**src/rtl/page_stage_pkg.sv**
```systemverilog
package page_stage_pkg;

   typedef enum logic [1:0] {
      PS_IDLE = 2'd0,
      PS_FILL = 2'd1,
      PS_HOLD = 2'd2
   } ps_state_e;

   function automatic int ps_cnt_width(input int n);
      return (n <= 2) ? 1 : $clog2(n);
   endfunction

endpackage

```
**src/rtl/ps_offset_track.sv**
```systemverilog
module ps_offset_track #(
   parameter int ADDR_W = 11,
   parameter int OFF_W  = 4,
   localparam int PAGE_W = ADDR_W - OFF_W
) (
   input  logic              clk,
   input  logic              rst_n,
   input  logic              load_i,
   input  logic [ADDR_W-1:0] addr_i,
   input  logic              step_i,
   output logic [PAGE_W-1:0] page_o,
   output logic [OFF_W-1:0]  off_o
);

   if (OFF_W < 1 || ADDR_W <= OFF_W) begin : g_bad_geom
      $error("ps_offset_track: need 1 <= OFF_W < ADDR_W");
   end

   always_ff @(posedge clk or negedge rst_n) begin
      if (!rst_n) begin
         page_o <= '0;
         off_o  <= '0;
      end else if (load_i) begin
         page_o <= addr_i[ADDR_W-1:OFF_W];
         off_o  <= addr_i[OFF_W-1:0];
      end else if (step_i) begin
         off_o  <= off_o + 1'b1;
      end
   end

   // only a load may move the page select; stepping wraps the offset
   assert_page_fixed_R3: assert property (@(posedge clk) disable iff (!rst_n)
      !load_i |=> $stable(page_o));

endmodule

```
**src/rtl/ps_lane_buffer.sv**
```systemverilog
module ps_lane_buffer #(
   parameter int DATA_W = 8,
   parameter int OFF_W  = 4,
   localparam int LANES = 1 << OFF_W
) (
   input  logic                    clk,
   input  logic                    rst_n,
   input  logic                    clr_i,
   input  logic                    wr_i,
   input  logic [OFF_W-1:0]        wr_off_i,
   input  logic [DATA_W-1:0]       wr_data_i,
   output logic [LANES*DATA_W-1:0] data_o,
   output logic [LANES-1:0]        mask_o
);

   if (DATA_W < 1) begin : g_bad_width
      $error("ps_lane_buffer: DATA_W must be positive");
   end

   for (genvar g = 0; g < LANES; g++) begin : g_lane
      logic hit;
      assign hit = wr_i && (wr_off_i == OFF_W'(g));

      always_ff @(posedge clk or negedge rst_n) begin
         if (!rst_n) begin
            data_o[g*DATA_W +: DATA_W] <= '0;
         end else if (hit) begin
            data_o[g*DATA_W +: DATA_W] <= wr_data_i;
         end
      end

      always_ff @(posedge clk or negedge rst_n) begin
         if (!rst_n) begin
            mask_o[g] <= 1'b0;
         end else if (clr_i) begin
            mask_o[g] <= 1'b0;
         end else if (hit) begin
            mask_o[g] <= 1'b1;
         end
      end

      // an enable only appears at an offset that took a byte
      assert_mask_on_write_R6: assert property (@(posedge clk) disable iff (!rst_n)
         $rose(mask_o[g]) |-> $past(wr_i) && ($past(wr_off_i) == OFF_W'(g)));
   end

   // the control never clears and stores in the same cycle
   assert_clr_wr_excl_R10: assert property (@(posedge clk) disable iff (!rst_n)
      !(clr_i && wr_i));

endmodule

```
**src/rtl/ps_write_timer.sv**
```systemverilog
module ps_write_timer #(
   parameter int CYCLES = 1000
) (
   input  logic clk,
   input  logic rst_n,
   input  logic fire_i,
   output logic busy_o,
   output logic last_o
);

   import page_stage_pkg::*;

   localparam int CW = ps_cnt_width(CYCLES);

   if (CYCLES < 1) begin : g_bad_cycles
      $error("ps_write_timer: CYCLES must be at least 1");
   end

   if (CYCLES == 1) begin : g_single
      always_ff @(posedge clk or negedge rst_n) begin
         if (!rst_n) busy_o <= 1'b0;
         else        busy_o <= fire_i;
      end
      assign last_o = busy_o;
   end else begin : g_count
      logic [CW-1:0] cnt_q;

      always_ff @(posedge clk or negedge rst_n) begin
         if (!rst_n) begin
            busy_o <= 1'b0;
            cnt_q  <= '0;
         end else if (fire_i) begin
            busy_o <= 1'b1;
            cnt_q  <= CW'(CYCLES - 1);
         end else if (busy_o) begin
            if (cnt_q == '0) busy_o <= 1'b0;
            else             cnt_q  <= cnt_q - 1'b1;
         end
      end

      assign last_o = busy_o && (cnt_q == '0);

      assert_count_bound_R7: assert property (@(posedge clk) disable iff (!rst_n)
         busy_o |-> (cnt_q <= CW'(CYCLES - 1)));
   end

   // a new commit is only launched from an idle timer
   assert_fire_idle_R8: assert property (@(posedge clk) disable iff (!rst_n)
      fire_i |-> !busy_o);

endmodule

```
**src/rtl/page_stage_commit.sv**
```systemverilog
module page_stage_commit #(
   parameter int ADDR_W       = 11,
   parameter int DATA_W       = 8,
   parameter int OFF_W        = 4,
   parameter int WRITE_CYCLES = 1000,
   localparam int LANES  = 1 << OFF_W,
   localparam int PAGE_W = ADDR_W - OFF_W
) (
   input  logic                    clk,
   input  logic                    rst_n,
   input  logic                    start_i,
   input  logic [ADDR_W-1:0]       start_addr_i,
   input  logic                    byte_valid_i,
   input  logic [DATA_W-1:0]       byte_data_i,
   input  logic                    end_i,
   input  logic                    abort_i,
   output logic                    busy_o,
   output logic                    mem_we_o,
   output logic [PAGE_W-1:0]       mem_page_o,
   output logic [LANES-1:0]        mem_be_o,
   output logic [LANES*DATA_W-1:0] mem_wdata_o
);

   import page_stage_pkg::*;

   if (WRITE_CYCLES < 1 || OFF_W < 1 || ADDR_W <= OFF_W) begin : g_bad_params
      $error("page_stage_commit: illegal parameter set");
   end

   ps_state_e        state_q;
   logic [OFF_W-1:0] off;
   logic             fill, do_abort, do_start, do_end, do_commit, do_byte;
   logic             buf_clr, timer_last;

   assign fill      = (state_q == PS_FILL);
   assign do_abort  = fill && abort_i;
   assign do_start  = start_i && (state_q != PS_HOLD) && !do_abort;
   assign do_end    = fill && !abort_i && !start_i && end_i;
   assign do_commit = do_end && (|mem_be_o);
   assign do_byte   = fill && !abort_i && !start_i && !end_i && byte_valid_i;
   assign buf_clr   = do_abort || do_start || (state_q == PS_HOLD && timer_last);

   ps_offset_track #(.ADDR_W(ADDR_W), .OFF_W(OFF_W)) u_offset (
      .clk    (clk),
      .rst_n  (rst_n),
      .load_i (do_start),
      .addr_i (start_addr_i),
      .step_i (do_byte),
      .page_o (mem_page_o),
      .off_o  (off)
   );

   ps_lane_buffer #(.DATA_W(DATA_W), .OFF_W(OFF_W)) u_lanes (
      .clk       (clk),
      .rst_n     (rst_n),
      .clr_i     (buf_clr),
      .wr_i      (do_byte),
      .wr_off_i  (off),
      .wr_data_i (byte_data_i),
      .data_o    (mem_wdata_o),
      .mask_o    (mem_be_o)
   );

   ps_write_timer #(.CYCLES(WRITE_CYCLES)) u_timer (
      .clk    (clk),
      .rst_n  (rst_n),
      .fire_i (do_commit),
      .busy_o (busy_o),
      .last_o (timer_last)
   );

   always_ff @(posedge clk or negedge rst_n) begin
      if (!rst_n) begin
         state_q  <= PS_IDLE;
         mem_we_o <= 1'b0;
      end else begin
         mem_we_o <= do_commit;
         unique case (state_q)
            PS_IDLE: if (do_start) state_q <= PS_FILL;
            PS_FILL: begin
               if (do_abort)       state_q <= PS_IDLE;
               else if (do_commit) state_q <= PS_HOLD;
               else if (do_end)    state_q <= PS_IDLE;
            end
            PS_HOLD: if (timer_last) state_q <= PS_IDLE;
            default: state_q <= PS_IDLE;
         endcase
      end
   end

   assert_no_write_filling_R4: assert property (@(posedge clk) disable iff (!rst_n)
      fill |-> !mem_we_o);

   assert_we_single_R5: assert property (@(posedge clk) disable iff (!rst_n)
      mem_we_o |=> !mem_we_o);

   assert_we_nonempty_R9: assert property (@(posedge clk) disable iff (!rst_n)
      mem_we_o |-> (mem_be_o != '0));

   assert_busy_rise_R7: assert property (@(posedge clk) disable iff (!rst_n)
      $rose(busy_o) |-> mem_we_o);

   assert_hold_stable_R8: assert property (@(posedge clk) disable iff (!rst_n)
      (busy_o && !mem_we_o) |-> ($stable(mem_page_o) && $stable(mem_be_o)
                                 && $stable(mem_wdata_o)));

endmodule

```
**config.mk**
```make
export PLATFORM = sky130hd
export DESIGN_NAME = page_stage_commit
export DESIGN_NICKNAME = d
export VERILOG_FILES = /design/src/rtl/page_stage_pkg.sv /design/src/rtl/ps_offset_track.sv /design/src/rtl/ps_lane_buffer.sv /design/src/rtl/ps_write_timer.sv /design/src/rtl/page_stage_commit.sv
export SDC_FILE = /design/constraint.sdc
export NUM_CORES = 1
export LEC_CHECK = 0
export ABC_CLOCK_PERIOD_IN_PS = 3050
export BUFFER_PORTS_ARGS = -buffer_cell sky130_fd_sc_hd__buf_2
export CORE_ASPECT_RATIO = 0.6
export CORE_MARGIN = 1.5
export CORE_UTILIZATION = 52
export DETAILED_ROUTE_END_ITERATION = 10
export GPL_TIMING_DRIVEN = 1
export PLACE_DENSITY = 0.79
export SYNTH_ARGS = -nofsm -noshare
export SYNTH_HDL_FRONTEND = slang
export SYNTH_SLANG_ARGS = --single-unit
```
**constraint.sdc**
```tcl
create_clock -name clk -period 3.05 [get_ports clk]
set_input_delay 0.7625 -clock clk [delete_from_list [all_inputs] [get_ports clk]]
set_output_delay 0.7625 -clock clk [all_outputs]
set_load 0.02 [all_outputs]
```
==> results.md <==
* Pwr per Cell Area at 670 nW/um^2
* Result of the run: finished clean
* Post-synthesis area per instance at 14.5 um^2
* Critical R2R Launch: state_q[1]$_DFFE_PN0P_
* Fin nets at 684
* Overall die width at 150 um
* Highest routed metal layer: met4
* Largest family of logic cells by synthesized area: multiplexers
* Max-slew violation count at 0
* Remaining antenna violation count after routing at 0
* Area added between synthesis and finish at 25.5%
* R2R Path End: u_lanes.data_o[123]$_DFFE_PN0P_
* Io pins at 178
* Worst-case register-to-register setup slack at 0.83 ns
* Number of H-tree levels at 4
* Clock root buffer master: clkbuf_16
* Reported leakage power at 4.69 nW
* Share of flip-flops with an asynchronous set or reset after synthesis at 1.00
* Critical path arrival at 2.53 ns
* EDFF count, synth at 0
* Final hold viol count at 0
* Total congestion overflow after global routing at 0
* Slew at the pin closest to its max-slew limit at 0.589 ns
* Die boundary height at 91.1 um
* Instance count of the mapped netlist at 464
* Count of different cell masters after synthesis at 42
* Flip-flop and latch count after synthesis at 169
* Detail-routed net length per standard cell at 20.5 um
* Share of the yosys chip area belonging to registers at 0.628
* Number of maximum-capacitance violations at 0
* Number of antenna violations at the first check in global routing at 0
* Maximum clock skew at final layout at 0.0110 ns
* Share of the synthesized area in compound gates (AO/OA/AOI/OAI) at 0.0364
* Vias in the first global route at 4811
* DRC Markers at 0
* Syn_nets at 494
* Synth warn at 0
* Clock slew at reported path FFs at 0.07 ns
* Worst IR Drop VDD at 0.000384 V
* Post-route met1 wirelength at 7.38 mm
* Number of cells traversed by the worst register-to-register path at 4
* Detailed-router iteration count before antenna repair at 4
* Share of the core filled with cells in the final layout at 0.685
* Routed Wire Length at 17.0 mm
* Std-Cell Rows at 31
* Crit path launch type: register
* Maximum number of pins on one net before global-route repair at 64
* Worst min-delay path class: in -> async
* Worst relative slew slack at 0.604
* Critical-path cell with the highest stage delay: dfrtp_1
* Routed vias/inst at 5.54
* Portion of netlist area occupied by mux cells at 0.228
* Critical path cell sequence: nor4b_1 -> and3_1 -> nand3_1 -> mux2_2
* Core region area at 12300 um^2
* Post_cts resized at 0
* Number of vias in the routed layout at 4608
* Required time of the worst setup path at 3.36 ns
* Sort of element at the end of the critical path: register
* CTS tree: done
* Number of design-rule violations left by the first detailed-router iteration at 238
* Worst-case setup margin in the final layout at 0.829 ns
* Overall die area at 13700 um^2
* Xor-xnor portion of the synthesized cell area at 0.00521
* Maximum number of buffers from clock root to sink at 2
* Cts hold-fix bufs at 0
* RSZ-0062 raised after global routing: false
* Crit path max fanout at 9
* Routability congestion estimate at 0.826
* F_max at 450 MHz
* Ratio of cells with drive above 1 in the final layout at 0.549
* Adder-cell area share of the yosys netlist at 0.00930
* Clock insertion delay at the later pin of the skew report at 0.42 ns
* Setup Slack @ Placement at 0.403 ns
* Total met3 wirelength after detailed routing at 1.63 mm
* Summed negative setup slack over all endpoints at 0 ns
* Primary flip-flop cell chosen by synthesis mapping: dfrtp_1
* Area share of and/or/nand/nor cells after synthesis at 0.0725
* Final min period at 2.22 ns
* # setup viols final at 0
* Combined area of all synthesized cells at 6730 um^2
* Routed wl met2 at 7.76 mm
* Period Utilization, post-route at 0.728
* Port Buf Inserts at 177
* CTS sink cnt at 169
* Final antenna diode count at 0
* Largest stage delay, worst path at 0.44 ns
* Number of post-CTS setup repair buffers at 0
* Placed wire-length estimate at 11.9 mm
* Critical path start-end classification: reg -> reg
* Total global-route track usage at 0.263
* Number of CTS-inserted buffers at 17
* Starting Density at 0.546
* Wire length of the first global-routing pass at 26.8 mm
## cells in the final DEF (no fill, tap or decap), types with 5 or more instances in the layout
| cell type | Yosys | routed |
|---|---|---|
| buf_4 | 0 | 9 |
| inv_1 | 18 | 18 |
| nor2b_1 | 7 | 7 |
| nand3_1 | 14 | 14 |
| a21oi_1 | 13 | 13 |
| mux2_2 | 133 | 133 |
| nand2_1 | 8 | 8 |
| clkbuf_16 | 0 | 17 |
| or4_1 | 5 | 5 |
| clkinv_2 | 0 | 5 |
| nor2_1 | 11 | 11 |
| buf_2 | 1 | 176 |
| a21boi_0 | 10 | 10 |
| ha_1 | 5 | 5 |
| dfrtp_1 | 169 | 169 |
## through the flow
stage               total power, mW  instances  hold slack [ns]  cell area, um^2
finish                         5.66        832            0.309             8450
global route                   5.88        832            0.362             8450
CTS                            5.70        832            0.330             8450
detailed placement             3.58        800            0.487             7870
global placement               3.53        800            0.482             7870
floorplan                      3.20        464            0.467             6730
## kinds of logic (layout without fill, tap and decap cells)
group	after synthesis	in the layout
AOI/OAI and AO/OA	37	37
xor gates and xnor gates	4	4
adders and majority gates	5	5
buffers and inverters	36	239
DFF	169	169
muxes	136	136
and+or+nand+nor	77	77
## worst max path at each step
stage	start	endpoint	slack, ns	cells after the start
2_1_floorplan	abort_i	u_lanes.data_o[87]$_DFFE_PN0P_	0.55	4
5_1_grt	state_q[1]$_DFFE_PN0P_	u_lanes.data_o[121]$_DFFE_PN0P_	0.64	4
3_3_place_gp	abort_i	u_lanes.data_o[120]$_DFFE_PN0P_	0.44	5
3_5_place_dp	abort_i	u_lanes.data_o[123]$_DFFE_PN0P_	0.40	5
6_report	state_q[1]$_DFFE_PN0P_	u_lanes.data_o[123]$_DFFE_PN0P_	0.83	4
4_1_cts	state_q[1]$_DFFE_PN0P_	u_lanes.data_o[123]$_DFFE_PN0P_	0.84	4
## metal layers
layer | GRT usage | vias to the layer above
li1 | - | 2031
met1 | 0.361 | 2376
met2 | 0.396 | 174
met3 | 0.0834 | 27
met4 | 0.0858 | 0
met5 | 0 | -
## worst max-delay path: cells and delay by family, from the launching register on
kind	cells	cell delay [ns]
flops	1	0.44
mux	1	0.43
simple gates	3	1.24
## power breakdown
group          leakage [nW]  internal (mW)  switching (mW)
logic                  2.12          0.365           0.544
registers              2.28           2.46           0.174
clock network         0.285           1.21           0.905
total                  4.69           4.04            1.62
## flip-flops by register name, summed over array words and instances (netlist names)
register	flops
u_lanes.mask_o	16
u_timer.busy_o	1
mem_we_o	1
state_q	2
u_lanes.data_o	128
u_timer.g_count.cnt_q	10
u_offset.page_o	7
u_offset.off_o	4
## cells in the mapped netlist, types with 4 or more instances
| cell type | number | share of area |
|---|---|---|
| nor4_1 | 4 | 0.0037 |
| a21boi_0 | 10 | 0.011 |
| nand2_4 | 4 | 0.0067 |
| inv_1 | 18 | 0.010 |
| dfrtp_1 | 169 | 0.63 |
| nor2b_1 | 7 | 0.0065 |
| clkbuf_1 | 16 | 0.0089 |
| ha_1 | 5 | 0.0093 |
| nor2_1 | 11 | 0.0061 |
| o31ai_1 | 4 | 0.0045 |
| or3_1 | 4 | 0.0037 |
| nand2_1 | 8 | 0.0045 |
| mux2_2 | 133 | 0.22 |
| nand3_1 | 14 | 0.010 |
| nand2_2 | 4 | 0.0037 |
| a21oi_1 | 13 | 0.0097 |
| or4_1 | 5 | 0.0056 |
## final cells by class
class | count | area (um^2)
fillers | 889 | 3890
flip-flops and latches | 169 | 4230
clock buffers | 18 | 429
inverters | 19 | 71.3
multi-input cells | 259 | 2360
clock inverters | 14 | 145
repair buffers | 188 | 1000
well taps | 165 | 206
Note: power is estimated with default switching activity, not from simulation.
